File: src/rtl/acc_alu_pkg.sv
package acc_alu_pkg;

  localparam int unsigned OP_W = 5;

  typedef enum logic [OP_W-1:0] {
    ALU_ADD   = 5'd0,
    ALU_SUB   = 5'd1,
    ALU_ADDC  = 5'd2,
    ALU_SUBC  = 5'd3,
    ALU_INCC  = 5'd4,
    ALU_DECC  = 5'd5,
    ALU_NADD  = 5'd6,
    ALU_NADDR = 5'd7,
    ALU_CMP   = 5'd8,
    ALU_CMPR  = 5'd9,
    ALU_AND   = 5'd10,
    ALU_OR    = 5'd11,
    ALU_XOR   = 5'd12,
    ALU_MOV   = 5'd13,
    ALU_NOT   = 5'd14,
    ALU_NEG   = 5'd15,
    ALU_SHR   = 5'd16,
    ALU_SHL   = 5'd17,
    ALU_RRC   = 5'd18,
    ALU_RLC   = 5'd19,
    ALU_SWAP  = 5'd20
  } alu_op_e;

  typedef enum logic [3:0] {
    LU_ZERO, LU_AND, LU_OR, LU_XOR, LU_MOV, LU_NOT, LU_NEG,
    LU_SHR, LU_SHL, LU_RRC, LU_RLC, LU_SWAP
  } lu_op_e;

  typedef struct packed {
    logic res;
    logic zf;
    logic cf;
    logic ac;
    logic ov;
  } wr_mask_t;

  typedef struct packed {
    logic     use_adder;  // result and CF/AC/OV come from the adder
    logic     swap_ops;   // adder x = M, y = A
    logic     sub;        // adder subtracts y
    logic     zero_y;     // adder y forced to zero
    logic     use_cin;    // carry input feeds the adder
    lu_op_e   lu;
    wr_mask_t wr;
  } alu_ctl_t;

endpackage

File: src/rtl/acc_alu_dec.sv
module acc_alu_dec
  import acc_alu_pkg::*;
(
  input  logic [OP_W-1:0] op_i,
  output alu_ctl_t        ctl_o
);

  localparam wr_mask_t WR_ALL   = '{res: 1'b1, zf: 1'b1, cf: 1'b1, ac: 1'b1, ov: 1'b1};
  localparam wr_mask_t WR_FLAGS = '{res: 1'b0, zf: 1'b1, cf: 1'b1, ac: 1'b1, ov: 1'b1};
  localparam wr_mask_t WR_ZONLY = '{res: 1'b1, zf: 1'b1, cf: 1'b0, ac: 1'b0, ov: 1'b0};
  localparam wr_mask_t WR_CONLY = '{res: 1'b1, zf: 1'b0, cf: 1'b1, ac: 1'b0, ov: 1'b0};
  localparam wr_mask_t WR_RES   = '{res: 1'b1, zf: 1'b0, cf: 1'b0, ac: 1'b0, ov: 1'b0};

  always_comb begin
    ctl_o = '0;
    ctl_o.lu = LU_ZERO;
    case (op_i)
      ALU_ADD:   begin ctl_o.use_adder = 1'b1; ctl_o.wr = WR_ALL; end
      ALU_SUB:   begin ctl_o.use_adder = 1'b1; ctl_o.sub = 1'b1; ctl_o.wr = WR_ALL; end
      ALU_ADDC:  begin ctl_o.use_adder = 1'b1; ctl_o.use_cin = 1'b1; ctl_o.wr = WR_ALL; end
      ALU_SUBC:  begin ctl_o.use_adder = 1'b1; ctl_o.sub = 1'b1; ctl_o.use_cin = 1'b1;
                       ctl_o.wr = WR_ALL; end
      ALU_INCC:  begin ctl_o.use_adder = 1'b1; ctl_o.zero_y = 1'b1; ctl_o.use_cin = 1'b1;
                       ctl_o.wr = WR_ALL; end
      ALU_DECC:  begin ctl_o.use_adder = 1'b1; ctl_o.zero_y = 1'b1; ctl_o.use_cin = 1'b1;
                       ctl_o.sub = 1'b1; ctl_o.wr = WR_ALL; end
      ALU_NADD:  begin ctl_o.use_adder = 1'b1; ctl_o.sub = 1'b1; ctl_o.swap_ops = 1'b1;
                       ctl_o.wr = WR_ALL; end
      ALU_NADDR: begin ctl_o.use_adder = 1'b1; ctl_o.sub = 1'b1; ctl_o.wr = WR_ALL; end
      ALU_CMP:   begin ctl_o.use_adder = 1'b1; ctl_o.sub = 1'b1; ctl_o.wr = WR_FLAGS; end
      ALU_CMPR:  begin ctl_o.use_adder = 1'b1; ctl_o.sub = 1'b1; ctl_o.swap_ops = 1'b1;
                       ctl_o.wr = WR_FLAGS; end
      ALU_AND:   begin ctl_o.lu = LU_AND;  ctl_o.wr = WR_ZONLY; end
      ALU_OR:    begin ctl_o.lu = LU_OR;   ctl_o.wr = WR_ZONLY; end
      ALU_XOR:   begin ctl_o.lu = LU_XOR;  ctl_o.wr = WR_ZONLY; end
      ALU_MOV:   begin ctl_o.lu = LU_MOV;  ctl_o.wr = WR_ZONLY; end
      ALU_NOT:   begin ctl_o.lu = LU_NOT;  ctl_o.wr = WR_ZONLY; end
      ALU_NEG:   begin ctl_o.lu = LU_NEG;  ctl_o.wr = WR_ZONLY; end
      ALU_SHR:   begin ctl_o.lu = LU_SHR;  ctl_o.wr = WR_CONLY; end
      ALU_SHL:   begin ctl_o.lu = LU_SHL;  ctl_o.wr = WR_CONLY; end
      ALU_RRC:   begin ctl_o.lu = LU_RRC;  ctl_o.wr = WR_CONLY; end
      ALU_RLC:   begin ctl_o.lu = LU_RLC;  ctl_o.wr = WR_CONLY; end
      ALU_SWAP:  begin ctl_o.lu = LU_SWAP; ctl_o.wr = WR_RES; end
      default:   ctl_o.wr = '0;
    endcase
  end

endmodule

File: src/rtl/acc_alu_addsub.sv
module acc_alu_addsub #(
  parameter int unsigned W = 8
) (
  input  logic [W-1:0] x_i,
  input  logic [W-1:0] y_i,
  input  logic         sub_i,
  input  logic         cin_i,   // carry in (add) or borrow in (sub)
  output logic [W-1:0] sum_o,
  output logic         cf_o,
  output logic         ac_o,
  output logic         ov_o
);

  localparam int unsigned H = W / 2;

  logic [W-1:0] y_eff;
  logic         c_eff;
  logic [H:0]   lo_sum;
  logic [W:0]   full_sum;

  always_comb begin
    y_eff    = sub_i ? ~y_i : y_i;
    c_eff    = sub_i ? ~cin_i : cin_i;
    lo_sum   = {1'b0, x_i[H-1:0]} + {1'b0, y_eff[H-1:0]} + {{H{1'b0}}, c_eff};
    full_sum = {1'b0, x_i} + {1'b0, y_eff} + {{W{1'b0}}, c_eff};
    sum_o    = full_sum[W-1:0];
    // subtraction reports borrow, i.e. the inverted carry
    cf_o     = sub_i ? ~full_sum[W] : full_sum[W];
    ac_o     = sub_i ? ~lo_sum[H]   : lo_sum[H];
    ov_o     = (x_i[W-1] == y_eff[W-1]) && (full_sum[W-1] != x_i[W-1]);
  end

endmodule

File: src/rtl/acc_alu_lu.sv
module acc_alu_lu
  import acc_alu_pkg::*;
#(
  parameter int unsigned W = 8
) (
  input  lu_op_e       lu_i,
  input  logic [W-1:0] a_i,
  input  logic [W-1:0] m_i,
  input  logic         cin_i,
  output logic [W-1:0] res_o,
  output logic         cout_o
);

  localparam int unsigned H = W / 2;

  always_comb begin
    res_o  = '0;
    cout_o = 1'b0;
    case (lu_i)
      LU_AND:  res_o = a_i & m_i;
      LU_OR:   res_o = a_i | m_i;
      LU_XOR:  res_o = a_i ^ m_i;
      LU_MOV:  res_o = m_i;
      LU_NOT:  res_o = ~a_i;
      LU_NEG:  res_o = ~a_i + {{(W-1){1'b0}}, 1'b1};
      LU_SHR:  begin res_o = {1'b0, a_i[W-1:1]};  cout_o = a_i[0];   end
      LU_SHL:  begin res_o = {a_i[W-2:0], 1'b0};  cout_o = a_i[W-1]; end
      LU_RRC:  begin res_o = {cin_i, a_i[W-1:1]}; cout_o = a_i[0];   end
      LU_RLC:  begin res_o = {a_i[W-2:0], cin_i}; cout_o = a_i[W-1]; end
      LU_SWAP: res_o = {a_i[H-1:0], a_i[W-1:H]};
      default: res_o = '0;
    endcase
  end

endmodule

File: src/rtl/acc_alu.sv
module acc_alu
  import acc_alu_pkg::*;
#(
  parameter int unsigned W = 8
) (
  input  logic [OP_W-1:0] op_i,
  input  logic [W-1:0]    acc_i,
  input  logic [W-1:0]    opd_i,
  input  logic            cf_i,
  output logic [W-1:0]    res_o,
  output logic            res_we_o,
  output logic            zf_o,
  output logic            zf_we_o,
  output logic            cf_o,
  output logic            cf_we_o,
  output logic            ac_o,
  output logic            ac_we_o,
  output logic            ov_o,
  output logic            ov_we_o
);

  alu_ctl_t     ctl;
  logic [W-1:0] add_x, add_y, add_sum, lu_res, res;
  logic         add_cin, add_cf, add_ac, add_ov, lu_cout, cf_new;

  acc_alu_dec i_dec (
    .op_i  (op_i),
    .ctl_o (ctl)
  );

  always_comb begin
    add_x   = ctl.swap_ops ? opd_i : acc_i;
    add_y   = ctl.zero_y ? '0 : (ctl.swap_ops ? acc_i : opd_i);
    add_cin = ctl.use_cin & cf_i;
  end

  acc_alu_addsub #(.W(W)) i_addsub (
    .x_i   (add_x),
    .y_i   (add_y),
    .sub_i (ctl.sub),
    .cin_i (add_cin),
    .sum_o (add_sum),
    .cf_o  (add_cf),
    .ac_o  (add_ac),
    .ov_o  (add_ov)
  );

  acc_alu_lu #(.W(W)) i_lu (
    .lu_i   (ctl.lu),
    .a_i    (acc_i),
    .m_i    (opd_i),
    .cin_i  (cf_i),
    .res_o  (lu_res),
    .cout_o (lu_cout)
  );

  always_comb begin
    res      = ctl.use_adder ? add_sum : lu_res;
    cf_new   = ctl.use_adder ? add_cf : lu_cout;
    res_o    = res;
    res_we_o = ctl.wr.res;
    zf_we_o  = ctl.wr.zf;
    cf_we_o  = ctl.wr.cf;
    ac_we_o  = ctl.wr.ac;
    ov_we_o  = ctl.wr.ov;
    zf_o     = ctl.wr.zf & ~|res;
    cf_o     = ctl.wr.cf ? cf_new : cf_i;
    ac_o     = ctl.wr.ac & add_ac;
    ov_o     = ctl.wr.ov & add_ov;
  end

endmodule

File: config.mk
export PLATFORM = sky130hd
export DESIGN_NAME = acc_alu
export DESIGN_NICKNAME = d
export VERILOG_FILES = /design/src/rtl/acc_alu_pkg.sv /design/src/rtl/acc_alu_dec.sv /design/src/rtl/acc_alu_addsub.sv /design/src/rtl/acc_alu_lu.sv /design/src/rtl/acc_alu.sv
export SDC_FILE = /design/constraint.sdc
export NUM_CORES = 1
export LEC_CHECK = 0
export BUFFER_PORTS_ARGS = -buffer_cell sky130_fd_sc_hd__buf_4
export CORE_AREA = 2 2 89 91
export DETAILED_ROUTE_END_ITERATION = 6
export DIE_AREA = 0 0 91 93
export GPL_TIMING_DRIVEN = 1
export PLACE_DENSITY = 0.45
export SLEW_MARGIN = 20
export SYNTH_ARGS = -nofsm -noshare
export SYNTH_HDL_FRONTEND = slang
export SYNTH_SLANG_ARGS = --single-unit
File: constraint.sdc
create_clock -name vclk -period 9.8
set_input_delay 0.49 -clock vclk [all_inputs]
set_output_delay 0.49 -clock vclk [all_outputs]
set_load 0.01 [all_outputs]
==> results.cfg, run 1 <==
[status]
status = completed

[floorplanning]
fp-row-count = 32
die_h_um = 93
die_area_mm2 = 0.00846
core_area_mm2 = 0.00753
die_w_um = 91
ios = 39
start_util = 0.292

[route]
drt-initial-drc-count = 192
first_pass_iters = 4
wl_mm = 7.78
via_per_inst = 5.42
drc = 0
wl_per_cell_um = 17.8
ant_nets = 0
vias = 2373

[power]
vdd_drop_max_mv = 0.0187
power_density_mw_per_mm2 = 61.2
power.total_uw = 155
total_leakage_power_nw = 1.06

[timing]
min_period_over_period = 0.544
rsz0062_at_grt = no
tns_ps = 0
slew_violations = 0
hold_viol = 0
period_needed_ps = 5340
slew_headroom = 0.234
setup_viol = 0
tightest_slew_ps = 1150
fmax_mhz = 187

[clock_tree]
hold_buffers = 0
postCtsSetupBuffers = 0
cts_resized = 0

[placed_design]
hpwl_mm = 6.16
port_buffers = 39
place_congestion = 0.846

[setup_path]
path_cells = buf_4 > nand2_4 > nor3_1 > a31oi_1 > nor2_2 > mux2i_1 > nor2_1 > xor2_1 > ha_1 > nor2b_1 > o2111ai_1 > nand3_1 > o41ai_1 > xor2_1 > o211ai_1 > nor4b_1 > and4bb_1 > buf_4
slowest_stage = nor2_2
crit_path_max_fanout = 23
critical_path_class = in -> out
slowest_delay_ps = 760
critical_path_required_ps = 9310
cp.arrival_ps = 4850
endpoint_kind = output pin
worst_setup_path_start_kind = input port

[flow_run]
maxCapViolCount = 0

[global_route]
grt_pass1_vias = 2290
grt_max_degree = 27
antenna_found_initial = 0
grt_pass1_wl_mm = 12.1
overflow = 0
grt_use_total = 0.176

[synthesis]
synth_xor_area_frac = 0.0796
ys_seq_area_frac = 0
synthMuxAreaShare = 0.0551
synthAdderAreaFrac = 0.172
synth.distinct_cells = 74
syn_avg_cell_area_um2 = 7.01
synthesis.area_mm2 = 0.00220
synth_nets = 365
synth_warnings = 0
synth_compound_area_frac = 0.334
synthCells = 314
synth_top_family_by_area = compound AO/OA/AOI/OAI gates
synthSimpleGateAreaFrac = 0.266

[cells_and_area]
n_sequential_cell = 0
nets = 389
nClkBuffers = 0
fin_util = 0.337
drive_gt1_frac = 0.182
final-seq-area_um2 = 0
synthToLayoutAreaGrowth_pct = 15.3
n_antenna_cell = 0

[worst_hold_path]
hold_class = in -> out
-- through the flow --
step | instance area [um2] | std cells | worst slack [ps] | hold WS, ps
2_1_floorplan | 2200 | 314 | 4930 | 1160
3_3_place_gp | 2540 | 438 | 4490 | 1360
3_5_place_dp | 2540 | 438 | 4440 | 1360
4_1_cts | 2540 | 438 | 4410 | 1360
5_1_grt | 2540 | 438 | 4150 | 1370
6_report | 2540 | 438 | 4460 | 1360
-- worst max-delay path, delay by kind of cell --
family                   cells  cell delay, ps
buffers and inverters        2             310
AND/OR/NAND/NOR              8            2020
multiplexers                 1             290
AO/OA/AOI/OAI                4            1020
adder cells (fa/ha/maj)      1             320
XOR/XNOR                     2             390
-- final timing paths --
kind / to / depth (start not counted) / from / slack (ps)
worst max-delay path: zf_o / 18 / op_i[1] / 4460
worst min-delay path: zf_we_o / 3 / op_i[4] / 1360
-- per-layer routing --
metal / share of wire / GRT usage / vias to the layer above
met3: 0.057 / 0.00886 / 5
met4: 0.0096 / 0.0215 / 0
met2: 0.46 / 0.302 / 72
met1: 0.48 / 0.250 / 1090
met5: 0 / 0 / -
li1: - / - / 1206
-- power breakdown --
part	switching (mW)	internal, mW	leakage (nW)
clock	0	0	0
sequential	0	0	0
combinational	0.0898	0.0654	1.06
total	0.0898	0.0654	1.06
-- cell families after synthesis --
logic type	after synthesis
AOI/OAI and AO/OA	98
xor gates and xnor gates	20
adders and majority gates	29
buffers and inverters	46
muxes	12
and+or+nand+nor	109
-- cell type report --
type / instances / area, um2
Multi-Input combinational cell: 268 / 2000
Fill cell: 881 / 4990
Timing Repair Buffer: 40 / 300
Inverter: 28 / 105
Tap cell: 102 / 128
-- cell usage in the layout (no fill, tap or decap), types with 3 or more instances in the layout --
cell type	instances
o211ai_1	6
a221oi_1	5
a32o_1	4
a31oi_1	5
xor2_1	10
ha_1	27
or3b_1	3
nor2_1	34
mux2i_1	11
a221o_1	3
a22o_1	4
buf_4	40
xnor2_1	10
nand3_1	7
and2_1	3
a21oi_1	12
a32oi_1	4
a22oi_1	3
a21oi_2	3
o21ai_0	21
nand2_1	23
nor3_1	7
inv_1	27
nor3b_1	3
nor2b_1	4
-- cell usage after synthesis (3+ instances only) --
cell       n  share of area
a22oi_1    3          0.010
a22o_1     4          0.016
inv_1     27          0.046
mux2i_1   11          0.050
a21oi_2    3          0.012
or3b_1     3          0.012
nor3b_1    3          0.010
xor2_1    10          0.040
nand2_1   23          0.039
nor2_1    35          0.060
clkbuf_1   7          0.012
nor3_1     7          0.016
a21oi_1   12          0.027
a32o_1     4          0.018
ha_1      27           0.15
buf_4      3          0.010
a31oi_1    5          0.014
and2_1     3         0.0085
a221oi_1   6          0.024
o21ai_0   21          0.048
buf_2      5          0.011
nor2b_1    4          0.011
o211ai_1   6          0.020
nand3_1    7          0.016
xnor2_1   10          0.040
a32oi_1    4          0.016
a221o_1    3          0.014
(Power assumes the default switching activity.)
==> run 2: changes to the inputs <==
--- a/config.mk
+++ b/config.mk
@@ -10,7 +10,7 @@
 export DETAILED_ROUTE_END_ITERATION = 6
 export DIE_AREA = 0 0 91 93
 export GPL_TIMING_DRIVEN = 1
-export PLACE_DENSITY = 0.45
+export PLACE_DENSITY = 0.47
 export SLEW_MARGIN = 20
 export SYNTH_ARGS = -nofsm -noshare
 export SYNTH_HDL_FRONTEND = slang
==> constraint.sdc (replaced) <==
create_clock -name vclk -period 4.45
set_input_delay 0.2225 -clock vclk [all_inputs]
set_output_delay 0.2225 -clock vclk [all_outputs]
set_load 0.01 [all_outputs]
==> run 2 against run 1 <==
  * Critical path depth decreased by 5
  * Utilization increased by 0.50 points
  * Total power increased by 120%
  * Sequential cell count unchanged
  * Critical path type unchanged
  * Critical endpoint unchanged
  * Largest cell class unchanged
==> results.cfg, run 2 (synthesis results as in run 1) <==
[floorplanning]
die_area_mm2 = 0.00846
fp-row-count = 32
ios = 39
core_area_mm2 = 0.00753
start_util = 0.292
die_w_um = 91
die_h_um = 93

[global_route]
grt_use_total = 0.177
grt_max_degree = 22
grt_pass1_vias = 2264
antenna_found_initial = 0
overflow = 0
grt_pass1_wl_mm = 12.3

[cells_and_area]
final-seq-area_um2 = 0
fin_util = 0.342
n_sequential_cell = 0
synthToLayoutAreaGrowth_pct = 17.0
mostFrequentLayoutCell = buf_4
drive_gt1_frac = 0.194
final_cell_mix = 45 x buf_4, 34 x nor2_1, 27 x inv_1, 27 x ha_1, 23 x nand2_1
n_antenna_cell = 0
fin_area_mm2 = 0.00257
final_cells = 443
nets = 394
nClkBuffers = 0

[flow_run]
maxCapViolCount = 0

[route]
first_pass_iters = 4
via_per_inst = 5.47
ant_nets = 0
wl_mm = 7.65
drt-initial-drc-count = 140
wl_per_cell_um = 17.3
vias = 2423
drc = 0

[setup_path]
worst_setup_path_start_kind = input port
critical_path_class = in -> out
cp.arrival_ps = 3840
endpoint_kind = output pin
crit_path_max_fanout = 16
critical_path_required_ps = 4230

[power]
total_leakage_power_nw = 1.08
p_sw_uw = 196
clkPwrFrac = 0
sw_frac_of_total = 0.567
p_int_uw = 150
p_seq_frac = 0
power.total_uw = 347
power_density_mw_per_mm2 = 135
vdd_drop_max_mv = 0.0348
p_comb_frac = 1.000

[worst_hold_path]
hold_class = in -> out
whs_path_depth = 3
min_to = zf_we_o
hp-start = op_i[4]

[timing]
tns_ps = 0
fin_ws_ps = 383
slew_headroom = 0.569
tightest_slew_ps = 646
rsz0062_at_grt = no
hold_ws_ps = 813
slew_violations = 0
fmax_mhz = 246
hold_viol = 0
min_period_over_period = 0.914
period_needed_ps = 4070
setup_viol = 0

[clock_tree]
postCtsSetupBuffers = 0
cts_resized = 0
hold_buffers = 0

[placed_design]
placed_cells = 443
hpwl_mm = 6.13
pre_cts_ws_ps = 405
port_buffers = 39
placed_area_mm2 = 0.00257
place_congestion = 0.871

[status]
status = completed
-- run 2: cell types whose count changed in the layout (fill, tap and decap cells not counted), sizes merged --
cell	change
buf	+5
-- run 2: layer usage --
| layer | GRT usage | vias up | part of all wire |
|---|---|---|---|
| met5 | 0 | - | 0 |
| met4 | 0.0139 | 0 | 0.0063 |
| met3 | 0.0113 | 6 | 0.029 |
| met2 | 0.302 | 46 | 0.47 |
| met1 | 0.255 | 1156 | 0.49 |
| li1 | - | 1215 | - |
-- run 2: cell type report --
class / instances / area, um2
Timing Repair Buffer: 45 / 338
Fill cell: 866 / 4950
Tap cell: 102 / 128
Multi-Input combinational cell: 268 / 2000
Inverter: 28 / 105
-- run 2: critical path, cell delays in order --
cell and delay [ps]:
buf_4 180, nor3b_1 550, o21ai_0 290, ha_1 360, or4b_1 610, a31oi_2 530
and2_1 210, a211o_1 100, o31a_1 190, nor2_1 80, nor4b_1 150, and4bb_1 220
buf_4 140
-- run 2: worst max-delay path by stage --
stage                     slack, ps  depth (start not counted)    to    start
after floorplan                 120                         20  zf_o  op_i[0]
after global placement          300                         13  zf_o  op_i[2]
after detailed placement        400                         13  zf_o  op_i[2]
after CTS                       380                         13  zf_o  op_i[2]
after global routing            100                         19  zf_o  op_i[1]
final                           380                         13  zf_o  op_i[2]
-- run 2: power by group through the flow --
| stage | registers, mW | clock network, mW | logic (mW) |
|---|---|---|---|
| floorplan | 0 | 0 | 0.227 |
| global placement | 0 | 0 | 0.344 |
| detailed placement | 0 | 0 | 0.346 |
| CTS | 0 | 0 | 0.347 |
| global route | 0 | 0 | 0.384 |
| finish | 0 | 0 | 0.347 |
==> run 3: changes to the inputs <==
--- a/config.mk
+++ b/config.mk
@@ -11,6 +11,7 @@
 export DIE_AREA = 0 0 91 93
 export GPL_TIMING_DRIVEN = 1
 export PLACE_DENSITY = 0.47
+export RECOVER_POWER = 25
 export SLEW_MARGIN = 20
 export SYNTH_ARGS = -nofsm -noshare
 export SYNTH_HDL_FRONTEND = slang
==> run 3 against run 2 <==
  * Global-route usage did not move
  * Combinational power barely moved
  * Hold slack improved by 45 ps
  * Die area did not move
  * Sequential cell count did not move
  * Total power fell by 0.35%
  * Routed wire length barely moved
  * Cell count did not move
  * Non-clock buffer count did not move
==> results.cfg, run 3 (synthesis results as in run 1) <==
[timing]
period_needed_ps = 4120
slew_violations = 0
slew_headroom = 0.553
fmax_mhz = 243
hold_viol = 0
tightest_slew_ps = 671
hold_ws_ps = 859
fin_ws_ps = 332
rsz0062_at_grt = no
min_period_over_period = 0.925
tns_ps = 0
setup_viol = 0

[cells_and_area]
nets = 394
drive_gt1_frac = 0.182
n_sequential_cell = 0
fin_area_mm2 = 0.00257
mostFrequentLayoutCell = buf_4
n_antenna_cell = 0
fin_util = 0.341
final_cell_mix = 43 x buf_4, 34 x nor2_1, 28 x inv_1, 27 x ha_1, 23 x nand2_1
nClkBuffers = 0
final-seq-area_um2 = 0
synthToLayoutAreaGrowth_pct = 16.6
final_cells = 443

[setup_path]
worst_setup_path_start_kind = input port
slowest_stage = or4b_1
cp.arrival_ps = 3900
crit_path_max_fanout = 15
path_cells = clkbuf_1 > nor2b_1 > o21ai_0 > ha_1 > or4b_1 > a31oi_2 > and2_1 > a211o_1 > o31a_1 > nor2_1 > nor4b_1 > and4bb_1 > buf_4
critical_path_class = in -> out
cp_top_family = simple AND/OR/NAND/NOR gates
endpoint_kind = output pin
critical_path_required_ps = 4230
slowest_delay_ps = 610
path_buf_inv = 2

[status]
status = completed

[floorplanning]
die_area_mm2 = 0.00846
start_util = 0.292
fp-row-count = 32
die_w_um = 91
ios = 39
die_h_um = 93
core_area_mm2 = 0.00753

[worst_hold_path]
min_to = res_we_o
hold_class = in -> out
whs_path_depth = 3
hp-start = op_i[3]

[route]
wl_met1_mm = 3.79
wl_mm = 7.66
first_pass_iters = 4
drt-initial-drc-count = 157
wl_per_cell_um = 17.3
route.top_layer_used = met4
via_per_inst = 5.45
route.met3.wl_um = 272
ant_nets = 0
vias = 2413
drc = 0
wl_met2_mm = 3.54

[clock_tree]
hold_buffers = 0
postCtsSetupBuffers = 0
cts_resized = 0

[power]
total_leakage_power_nw = 1.08
vdd_drop_max_mv = 0.0337
power.total_uw = 345
power_density_mw_per_mm2 = 135

[global_route]
antenna_found_initial = 0
grt_max_degree = 22
grt_pass1_vias = 2264
overflow = 0
grt_pass1_wl_mm = 12.3
grt_use_total = 0.177

[placed_design]
port_buffers = 39
place_congestion = 0.871
pre_cts_ws_ps = 405
placed_area_mm2 = 0.00257
hpwl_mm = 6.13
placed_cells = 443

[flow_run]
maxCapViolCount = 0
## run 3: worst max path at each step
stage | from | end | slack, ps | depth (start not counted)
2_1_floorplan | op_i[0] | zf_o | 120 | 20
3_3_place_gp | op_i[2] | zf_o | 300 | 13
3_5_place_dp | op_i[2] | zf_o | 400 | 13
4_1_cts | op_i[2] | zf_o | 380 | 13
5_1_grt | op_i[1] | zf_o | 100 | 19
6_report | op_i[4] | zf_o | 330 | 13
## run 3: report_power, final
part | switching, mW | internal, mW
registers | 0 | 0
clock network | 0 | 0
logic | 0.196 | 0.149
total | 0.196 | 0.149
## run 3: per-layer routing
metal,GRT usage,up-vias
li1,-,1212
met1,0.255,1145
met2,0.302,50
met3,0.0113,6
met4,0.0139,0
met5,0,-
## run 3: area by class of cell
type	count	area [um2]
Fill cell	869	4960
Multi-Input combinational cell	268	2000
Timing Repair Buffer	45	330
Tap cell	102	128
Inverter	28	105
